==> src/rtl/ppg_pkg.sv <==
package ppg_pkg;
  // Bus addresses; the bench and firmware rely on these.
  localparam logic [1:0] ADDR_CTRL   = 2'd0;
  localparam logic [1:0] ADDR_DUTY   = 2'd1;
  localparam logic [1:0] ADDR_PERIOD = 2'd2;

  // Control register bit positions.
  localparam int unsigned BIT_RUN = 0;
  localparam int unsigned BIT_POL = 1;
  localparam int unsigned BIT_DBE = 2;
  localparam int unsigned BIT_SEL = 3;

  // Strobes from control to datapath.
  typedef struct packed {
    logic run;
    logic pol;
    logic dbe;
    logic tick;
    logic ldDuty;
    logic ldPeriod;
  } ppg_strb_t;
endpackage

==> src/rtl/ppg_ctrl.sv <==
module ppg_ctrl
  import ppg_pkg::*;
#(
  parameter int unsigned CNT_W = 8,
  parameter int unsigned SEL_W = 2
) (
  input  logic             clk,
  input  logic             rstN,
  input  logic [1:0]       busAddr,
  input  logic             busWr,
  input  logic [CNT_W-1:0] busWData,
  input  logic [CNT_W-1:0] dutyBuf,
  input  logic [CNT_W-1:0] periodBuf,
  output logic [CNT_W-1:0] busRData,
  output ppg_strb_t        strb
);
  localparam int unsigned PRE_W  = (1 << SEL_W) - 1;
  localparam int unsigned CTRL_W = BIT_SEL + SEL_W;

  logic             runQ, polQ, dbeQ;
  logic [SEL_W-1:0] selQ;
  logic [PRE_W-1:0] preCnt;
  logic [PRE_W-1:0] preMask;
  logic             tickEn;
  logic [CTRL_W-1:0] ctrlWord;

  always_ff @(posedge clk or negedge rstN) begin
    if (!rstN) begin
      runQ <= 1'b0;
      polQ <= 1'b0;
      dbeQ <= 1'b0;
      selQ <= '0;
    end else if (busWr && busAddr == ADDR_CTRL) begin
      runQ <= busWData[BIT_RUN];
      polQ <= busWData[BIT_POL];
      dbeQ <= busWData[BIT_DBE];
      selQ <= busWData[BIT_SEL +: SEL_W];
    end
  end

  // Prescaler: free-runs while the timer runs, held at zero otherwise.
  always_ff @(posedge clk or negedge rstN) begin
    if (!rstN)      preCnt <= '0;
    else if (runQ)  preCnt <= preCnt + 1'b1;
    else            preCnt <= '0;
  end

  // Low 'select' bits of the prescaler must all be ones for a tick.
  always_comb begin
    for (int i = 0; i < PRE_W; i++) preMask[i] = (int'(selQ) > i);
  end
  assign tickEn = runQ & (&(preCnt | ~preMask));

  assign ctrlWord = {selQ, dbeQ, polQ, runQ};

  always_comb begin
    busRData = '0;
    case (busAddr)
      ADDR_CTRL:   busRData[CTRL_W-1:0] = ctrlWord;
      ADDR_DUTY:   busRData = dutyBuf;
      ADDR_PERIOD: busRData = periodBuf;
      default:     busRData = '0;
    endcase
  end

  assign strb.run      = runQ;
  assign strb.pol      = polQ;
  assign strb.dbe      = dbeQ;
  assign strb.tick     = tickEn;
  assign strb.ldDuty   = busWr && (busAddr == ADDR_DUTY);
  assign strb.ldPeriod = busWr && (busAddr == ADDR_PERIOD);
endmodule

==> src/rtl/ppg_dp.sv <==
module ppg_dp
  import ppg_pkg::*;
#(
  parameter int unsigned CNT_W = 8
) (
  input  logic             clk,
  input  logic             rstN,
  input  ppg_strb_t        strb,
  input  logic [CNT_W-1:0] wrData,
  output logic [CNT_W-1:0] dutyBuf,
  output logic [CNT_W-1:0] periodBuf,
  output logic [CNT_W-1:0] cntVal,
  output logic [CNT_W-1:0] dutyActive,
  output logic             pwmOut,
  output logic             irqPulse
);
  logic [CNT_W-1:0] periodActive;
  logic             phaseQ, dutyHitQ, perHitQ, wrapPend, irqQ;
  logic             dutyHit, perHit, dutyEvt, perEvt, directLoad;

  assign dutyHit    = (cntVal == dutyActive);
  assign perHit     = (cntVal == periodActive);
  // A match acts once, on the clock where it becomes true.
  assign dutyEvt    = strb.run & dutyHit & ~dutyHitQ;
  assign perEvt     = strb.run & perHit  & ~perHitQ;
  assign directLoad = ~strb.run | ~strb.dbe;

  // Compare registers: the buffer always takes the write; the active copy
  // takes it at once unless the timer runs with buffering on.
  always_ff @(posedge clk or negedge rstN) begin
    if (!rstN) begin
      dutyBuf      <= '0;
      periodBuf    <= '0;
      dutyActive   <= '0;
      periodActive <= '0;
    end else begin
      if (perEvt && strb.dbe) begin
        dutyActive   <= dutyBuf;
        periodActive <= periodBuf;
      end
      if (strb.ldDuty) begin
        dutyBuf <= wrData;
        if (directLoad) dutyActive <= wrData;
      end
      if (strb.ldPeriod) begin
        periodBuf <= wrData;
        if (directLoad) periodActive <= wrData;
      end
    end
  end

  always_ff @(posedge clk or negedge rstN) begin
    if (!rstN) begin
      cntVal   <= '0;
      phaseQ   <= 1'b0;
      dutyHitQ <= 1'b0;
      perHitQ  <= 1'b0;
      wrapPend <= 1'b0;
      irqQ     <= 1'b0;
    end else if (!strb.run) begin
      cntVal   <= '0;
      phaseQ   <= 1'b0;
      dutyHitQ <= 1'b0;
      perHitQ  <= 1'b0;
      wrapPend <= 1'b0;
      irqQ     <= 1'b0;
    end else begin
      dutyHitQ <= dutyHit;
      perHitQ  <= perHit;
      irqQ     <= perEvt;
      if (perEvt)       phaseQ <= 1'b0;
      else if (dutyEvt) phaseQ <= ~phaseQ;
      if (strb.tick) begin
        cntVal   <= (wrapPend || perEvt) ? '0 : cntVal + 1'b1;
        wrapPend <= 1'b0;
      end else if (perEvt) begin
        wrapPend <= 1'b1;
      end
    end
  end

  assign pwmOut   = phaseQ ^ strb.pol;
  assign irqPulse = irqQ;
endmodule

==> src/rtl/ppg_timer.sv <==
module ppg_timer
  import ppg_pkg::*;
#(
  parameter int unsigned CNT_W = 8,
  parameter int unsigned SEL_W = 2
) (
  input  logic             clk,
  input  logic             rstN,
  input  logic [1:0]       busAddr,
  input  logic             busWr,
  input  logic [CNT_W-1:0] busWData,
  output logic [CNT_W-1:0] busRData,
  output logic             pwmOut,
  output logic             irqPulse
);
  ppg_strb_t        strb;
  logic [CNT_W-1:0] dutyBuf, periodBuf, cntVal, dutyActive;

  ppg_ctrl #(.CNT_W(CNT_W), .SEL_W(SEL_W)) u_ctrl (
    .clk      (clk),
    .rstN     (rstN),
    .busAddr  (busAddr),
    .busWr    (busWr),
    .busWData (busWData),
    .dutyBuf  (dutyBuf),
    .periodBuf(periodBuf),
    .busRData (busRData),
    .strb     (strb)
  );

  ppg_dp #(.CNT_W(CNT_W)) u_dp (
    .clk       (clk),
    .rstN      (rstN),
    .strb      (strb),
    .wrData    (busWData),
    .dutyBuf   (dutyBuf),
    .periodBuf (periodBuf),
    .cntVal    (cntVal),
    .dutyActive(dutyActive),
    .pwmOut    (pwmOut),
    .irqPulse  (irqPulse)
  );
endmodule

==> config.mk <==
export PLATFORM = sky130hd
export DESIGN_NAME = ppg_timer
export DESIGN_NICKNAME = d
export VERILOG_FILES = /design/src/rtl/ppg_pkg.sv /design/src/rtl/ppg_ctrl.sv /design/src/rtl/ppg_dp.sv /design/src/rtl/ppg_timer.sv
export SDC_FILE = /design/constraint.sdc
export NUM_CORES = 1
export LEC_CHECK = 0
export ABC_AREA = 1
export BUFFER_PORTS_ARGS = -buffer_cell sky130_fd_sc_hd__buf_2
export CORE_MARGIN = 8
export CORE_UTILIZATION = 35
export CTS_CLUSTER_SIZE = 24
export DETAILED_ROUTE_END_ITERATION = 6
export GPL_TIMING_DRIVEN = 0
export PLACE_DENSITY = 0.49
export SETUP_SLACK_MARGIN = 0.5
export SYNTH_ARGS = -nofsm -noshare
export SYNTH_HDL_FRONTEND = slang
export SYNTH_HIERARCHICAL = 1
export SYNTH_SLANG_ARGS = --single-unit
==> constraint.sdc <==
create_clock -name clk -period 1.86 [get_ports clk]
set_clock_uncertainty 0.15 [all_clocks]
set_input_delay 0.372 -clock clk [delete_from_list [all_inputs] [get_ports clk]]
set_output_delay 0.372 -clock clk [all_outputs]
set_load 0.01 [all_outputs]
==> impl_metrics.env, run 1 <==
export IMPL_violations="hold timing"
export IMPL_cp_cell_sequence="inv_2 > nand2_2 > nand2_2 > nor2_4 > nand3_4 > nor2_8 > nand3_4 > buf_6 > nand2_1 > nand3_1 > nand2_1"
export IMPL_timing_hold_violations_final=53
export IMPL_place_gp_congestion=0.828
export IMPL_crit_path_end_kind="flip-flop"
export IMPL_ys_types=27
export IMPL_clkTransAtPathRegs_ns=0.11
export IMPL_p_leak_nw=2.28
export IMPL_arrival_ns=1.87
export IMPL_finish_instance_area_um2=4360
export IMPL_wire_per_inst_um=15.1
export IMPL_fin_nets=489
export IMPL_firstDrtPassIters=4
export IMPL_antenna_found_initial=0
export IMPL_cts_buffer_depth=2
export IMPL_status="finished with violations"
export IMPL_slowest_stage="dfrtp_1"
export IMPL_cts_tree="done"
export IMPL_clockRootBuffer="clkbuf_8"
export IMPL_fillCellCount=822
export IMPL_drc=0
export IMPL_finalCriticalPeriod_ns=1.77
export IMPL_cts_buffers=5
export IMPL_routed_wl_mm=8.75
export IMPL_drv_slew=0
export IMPL_fin_tns_setup_ns=0
export IMPL_fp_dieH_um=109
export IMPL_holdCritPathClass="primary input to async pin"
export IMPL_setup_viol=0
export IMPL_grt_ovfl_total=0
export IMPL_syn_cell_area_um2=3020
export IMPL_worst_pin_slew_ns=0.710
export IMPL_die_w_um=109
export IMPL_syn_inst=402
export IMPL_antenna_left=0
export IMPL_ir_worst_vdd_v=0.000379
export IMPL_seq_area_frac_synth_pct=44.0
export IMPL_drive_gt1_share_pct=43.3
export IMPL_cp_slowest_stage_delay_ns=0.44
export IMPL_worstSetupStartpointType="flip-flop"
export IMPL_clock_sinks=53
export IMPL_whs_ns=-0.0474
export IMPL_grt_total_usage_pct=15.2
export IMPL_vias=2765
export IMPL_area_delta_synth_final_pct=44.7
export IMPL_die_area_um2=11800
export IMPL_crit_fanout=5
export IMPL_finalCritPeriodShare_pct=95.1
export IMPL_viasPerCell=4.78
export IMPL_synth_fp_nets=421
export IMPL_place_area_um2=3420
export IMPL_drtIter0Drc=97
export IMPL_grt_start_max_net_pins=54
export IMPL_grt_pass1_vias=2704
export IMPL_n_antenna_cell=0
export IMPL_slew_headroom_pct=52.7
export IMPL_dp_hpwl_mm=5.88
export IMPL_worstSetupPathType="flip-flop to flip-flop"
export IMPL_power_density_nw_per_um2=945
export IMPL_maxCapViolCount=0
export IMPL_start_util_pct=35.3
export IMPL_cts_htree_levels=2
export IMPL_utilization_pct=51.0
export IMPL_clkLatencyLatePin_ns=0.31
export IMPL_yosysWarnings=6
export IMPL_core_um2=8550
export IMPL_rsz0062_at_grt="yes"
export IMPL_rows=34
export IMPL_pin_count=23
export IMPL_grt_first_pass_wirelength_mm=14.0
export IMPL_fmax_mhz=566
export IMPL_required_ns=1.96
export IMPL_avgSynthCellArea_um2=7.50
export IMPL_numPortBuffers=22
export IMPL_ys_ff_latch=53
[routing by layer]
metal / wire [um] / up-vias / track usage (%) / share of wire (%)
met5: 0 / - / 0 / 0
met4: 125 / 0 / 3.62 / 1.4
met3: 226 / 11 / 2.36 / 2.6
met2: 4360 / 44 / 25.9 / 50
met1: 4040 / 1319 / 19.6 / 46
li1: - / 1391 / - / -
[sequential cells by signal (all words and copies together), names as in the netlist, 2 cells and up]
name and cells:
u_dp/cntVal 8, u_dp/dutyBuf 8, u_dp/periodBuf 8, u_dp/dutyActive 8
u_ctrl/selQ 2, u_dp/periodActive 8, u_ctrl/preCnt 3
[synthesized netlist by cell type]
cell type / instances / share of area, %
buf_4: 8 / 2.0
inv_1: 60 / 7.5
xor2_1: 8 / 2.3
nor2_8: 1 / 0.66
and2_1: 1 / 0.21
buf_6: 1 / 0.37
clkbuf_1: 6 / 0.75
o21ai_0: 25 / 4.1
clkinv_1: 1 / 0.12
ha_1: 6 / 2.5
nand3_2: 2 / 0.66
nand2_1: 135 / 17
o221ai_1: 1 / 0.29
nand3_4: 2 / 1.2
nand2_2: 6 / 1.2
nor2_4: 1 / 0.37
buf_2: 4 / 0.66
nand4_1: 18 / 3.7
nor2_2: 2 / 0.41
nor2_1: 10 / 1.2
nand3b_1: 1 / 0.25
dfrtp_1: 53 / 44
nor3_1: 3 / 0.50
xnor2_1: 4 / 1.2
a21oi_1: 12 / 2.0
inv_2: 4 / 0.50
nand3_1: 27 / 4.5
[area by class of cell]
type                       count  area, um2  share of cell area (%)
clock buffer                   5       68.8                    1.58
timing repair buffer          60        552                    12.6
clock inverter                 3       21.3                   0.488
tap                          108        135                    3.10
buffer                        19        231                    5.31
inverter                      65        273                    6.25
multi-input combinational    266       1750                    40.1
sequential                    53       1330                    30.5
[critical path, delay by kind of cell (launching register included)]
family	cells	cell delay (ns)
buffers and inverters	2	0.24
DFF	1	0.44
and+or+nand+nor	9	0.88
[layout by cell type, fill, tap and decap left out, drive strengths merged]
cell / instances
o221ai: 1
xnor2: 4
nor2: 15
nand3b: 1
nor3: 3
nand2: 141
xor2: 8
nand3: 31
nand4: 18
and2: 1
ha: 6
clkbuf: 9
a21oi: 12
inv: 65
buf: 75
clkinvlp: 1
clkinv: 2
dfrtp: 53
o21ai: 25
[worst paths after layout]
kind                                        from                   end  slack [ns]  cells after the start
worst max-delay path              u_dp/cntVal[1]  u_dp/periodActive[5]        0.09                     11
worst min-delay path                        rstN         u_dp/irqPulse       -0.05                      1
worst max register to register    u_dp/cntVal[1]  u_dp/periodActive[5]        0.09                     11
worst min register to register  u_ctrl/preCnt[2]      u_ctrl/preCnt[2]        0.33                      1
max in group asynchronous                   rstN        u_dp/cntVal[5]        1.10                      1
min in group clk                     busWData[5]       u_dp/dutyBuf[5]        0.18                      3
[where the power goes]
group | internal, mW | switching (mW)
registers | 1.44 | 0.231
clock network | 0.269 | 0.421
logic | 0.753 | 1.00
total | 2.46 | 1.66
[stage by stage]
stage          setup WS [ns]  std cells  power, mW
6_report              0.0920        579       4.12
5_1_grt               0.0151        579       4.42
4_1_cts                0.109        559       3.91
3_5_place_dp         -0.0708        532       2.96
3_3_place_gp         -0.0694        532       2.95
2_1_floorplan          0.252        402       2.59
[cell families after synthesis]
logic type | share of synthesized area (%)
adder cells (fa/ha/maj) | 2.49
flip-flops | 44.0
XOR/XNOR | 3.49
AND/OR/NAND/NOR | 31.7
buffers and inverters | 11.9
AO/OA/AOI/OAI | 6.43
[timing repair]
item | in CTS | in global routing
hold buffers | 0 | 0
setup buffers | 13 | 19
setup endpoints to repair | 54 | 55
pin swaps | 10 | 23
gates cloned | 6 | 1
gates resized for setup | 57 | 83
(Power assumes the default switching activity.)
==> inputs of run 2 (changes only) <==
Settings changed: CTS_BUF_LIST set to sky130_fd_sc_hd__clkbuf_8.
Clock period 1.86 ns to 1.9 ns, I/O delays scaled along.
==> impl_metrics.env, run 2 (synthesis gave the netlist of run 1 again) <==
export IMPL_rsz0062_at_grt="yes"
export IMPL_drive_gt1_share_pct=37.4
export IMPL_layout_common_cells="nand2_1, dfrtp_1, inv_1"
export IMPL_worstSetupPathType="primary input to primary output"
export IMPL_whs_ns=-0.0430
export IMPL_firstDrtPassIters=4
export IMPL_drtIter0Drc=111
export IMPL_violations="hold timing"
export IMPL_fp_dieH_um=109
export IMPL_layout_commonest_cell="nand2_1"
export IMPL_worstSetupStartpointType="primary input"
export IMPL_grt_start_max_net_pins=54
export IMPL_crit_fanout=5
export IMPL_start_util_pct=35.3
export IMPL_antenna_left=0
export IMPL_cts_hold_fix_buffers=0
export IMPL_status="finished with violations"
export IMPL_dp_cells=532
export IMPL_place_area_um2=3400
export IMPL_p_sw_share_pct=39.9
export IMPL_wire_per_inst_um=15.1
export IMPL_fin_ws_ns=0.161
export IMPL_power_switching_mw=1.57
export IMPL_clkLatencyLatePin_ns=0.31
export IMPL_cts_htree_levels=2
export IMPL_core_um2=8550
export IMPL_routed_wl_mm=8.55
export IMPL_fin_nets=475
export IMPL_area_delta_synth_final_pct=37.5
export IMPL_required_ns=1.37
export IMPL_maxCapViolCount=0
export IMPL_crit_path_end_kind="primary output"
export IMPL_cp_cell_sequence="buf_12 > clkinv_8 > ha_4 > buf_8 > nand2_2 > nand3_1 > nand2_1 > inv_2 > buf_2"
export IMPL_finish_instance_area_um2=4150
export IMPL_grt_total_usage_pct=14.9
export IMPL_clkPwrFrac_pct=16.5
export IMPL_finalCritPeriodShare_pct=91.5
export IMPL_path_buf_inv=5
export IMPL_cp_slowest_stage_delay_ns=0.17
export IMPL_rows=34
export IMPL_grt_pass1_vias=2675
export IMPL_cts_buffers=5
export IMPL_intPower_mw=2.37
export IMPL_viasPerCell=4.67
export IMPL_clkTransAtPathRegs_ns=0.10
export IMPL_pin_count=23
export IMPL_setup_viol=0
export IMPL_cts_tree="done"
export IMPL_grt_first_pass_wirelength_mm=13.6
export IMPL_drv_slew=0
export IMPL_worst_pin_slew_ns=0.688
export IMPL_timing_hold_violations_final=53
export IMPL_dp_hpwl_mm=5.82
export IMPL_critical_path_top_delay_family="buffers and inverters"
export IMPL_n_antenna_cell=0
export IMPL_power_density_nw_per_um2=950
export IMPL_ir_worst_vdd_v=0.000335
export IMPL_p_comb_share_pct=42.0
export IMPL_clockRootBuffer="clkbuf_8"
export IMPL_die_w_um=109
export IMPL_drc=0
export IMPL_fmax_mhz=575
export IMPL_arrival_ns=1.21
export IMPL_slowest_stage="ha_4"
export IMPL_place_gp_congestion=0.814
export IMPL_cts_buffer_depth=2
export IMPL_finalCriticalPeriod_ns=1.74
export IMPL_stdcell_count=565
export IMPL_utilization_pct=48.5
export IMPL_grt_ovfl_total=0
export IMPL_vias=2640
export IMPL_post_place_ws_ns=-0.0141
export IMPL_antenna_found_initial=0
export IMPL_slew_headroom_pct=54.1
export IMPL_numPortBuffers=22
export IMPL_holdCritPathClass="primary input to async pin"
export IMPL_die_area_um2=11800
export IMPL_seqPwrFrac_pct=41.5
export IMPL_clock_sinks=53
export IMPL_p_leak_nw=2.13
-- run 2: changes by cell type in the layout (fill, tap and decap cells not counted), moves of 4 or more --
cell,before,now
nand2_1,83,98
nand2_2,40,25
buf_4,28,21
o21ai_1,10,17
o21ai_2,7,0
buf_6,20,15
buf_8,8,4
-- run 2: area by class of cell --
cell class,count,area [um2]
fillers,853,4410
clock buffers,5,68.8
multi-input cells,265,1680
inverters,65,274
clock inverters,3,18.8
plain buffers,19,205
flip-flops and latches,53,1330
repair buffers,47,432
well taps,108,135
-- run 2: path summary, 6_finish.rpt --
kind,to,start,depth (start not counted),slack (ns)
min reg2reg,u_ctrl/preCnt[2],u_ctrl/preCnt[2],1,0.33
max in group asynchronous,u_dp/cntVal[5],rstN,1,1.16
min,u_dp/irqPulse,rstN,1,-0.04
max reg2reg,u_dp/periodActive[3],u_ctrl/runQ,10,0.18
min in group clk,u_dp/dutyActive[7],busWData[7],3,0.20
max,busRData[2],busAddr[0],9,0.16
-- run 2: worst reg2reg max path: stages, from the launching register on --
cell,delay (ns)
dfrtp_1,0.39
buf_6,0.13
inv_4,0.03
a21oi_2,0.11
nand3_2,0.13
nor2_8,0.20
nand3_4,0.14
buf_6,0.17
nand2_1,0.05
nand3_1,0.07
nand2_1,0.09
-- run 2: power by group through the flow --
stage	registers (mW)	logic (mW)	clock network, mW
2_1_floorplan	1.57	0.960	0
3_3_place_gp	1.64	1.23	0
3_5_place_dp	1.64	1.25	0
4_1_cts	1.62	1.51	0.681
5_1_grt	1.67	1.86	0.715
6_report	1.63	1.66	0.650
-- run 2: stage by stage --
stage | TNS [ns] | power [mW] | hold WS [ns]
5_1_grt | 0 | 4.24 | 0.0138
3_5_place_dp | -0.0141 | 2.89 | 0.311
4_1_cts | 0 | 3.81 | 0.184
3_3_place_gp | -0.0165 | 2.87 | 0.305
2_1_floorplan | 0 | 2.53 | -0.0656
6_report | 0 | 3.94 | -0.0430
-- run 2: per-layer routing --
layer | global-route usage (%) | part of all wire (%)
met1 | 19.2 | 45
met2 | 25.4 | 51
met3 | 2.60 | 3.2
met4 | 3.81 | 0.62
met5 | 0 | 0
-- run 2: timing repair --
| action | 4_1_cts | 5_1_grt |
|---|---|---|
| buffers inserted | 16 | 4 |
| endpoints found under the setup margin | 38 | 46 |
| gates cloned | 2 | 3 |
| pin swaps | 20 | 14 |
| gates resized for setup | 64 | 54 |
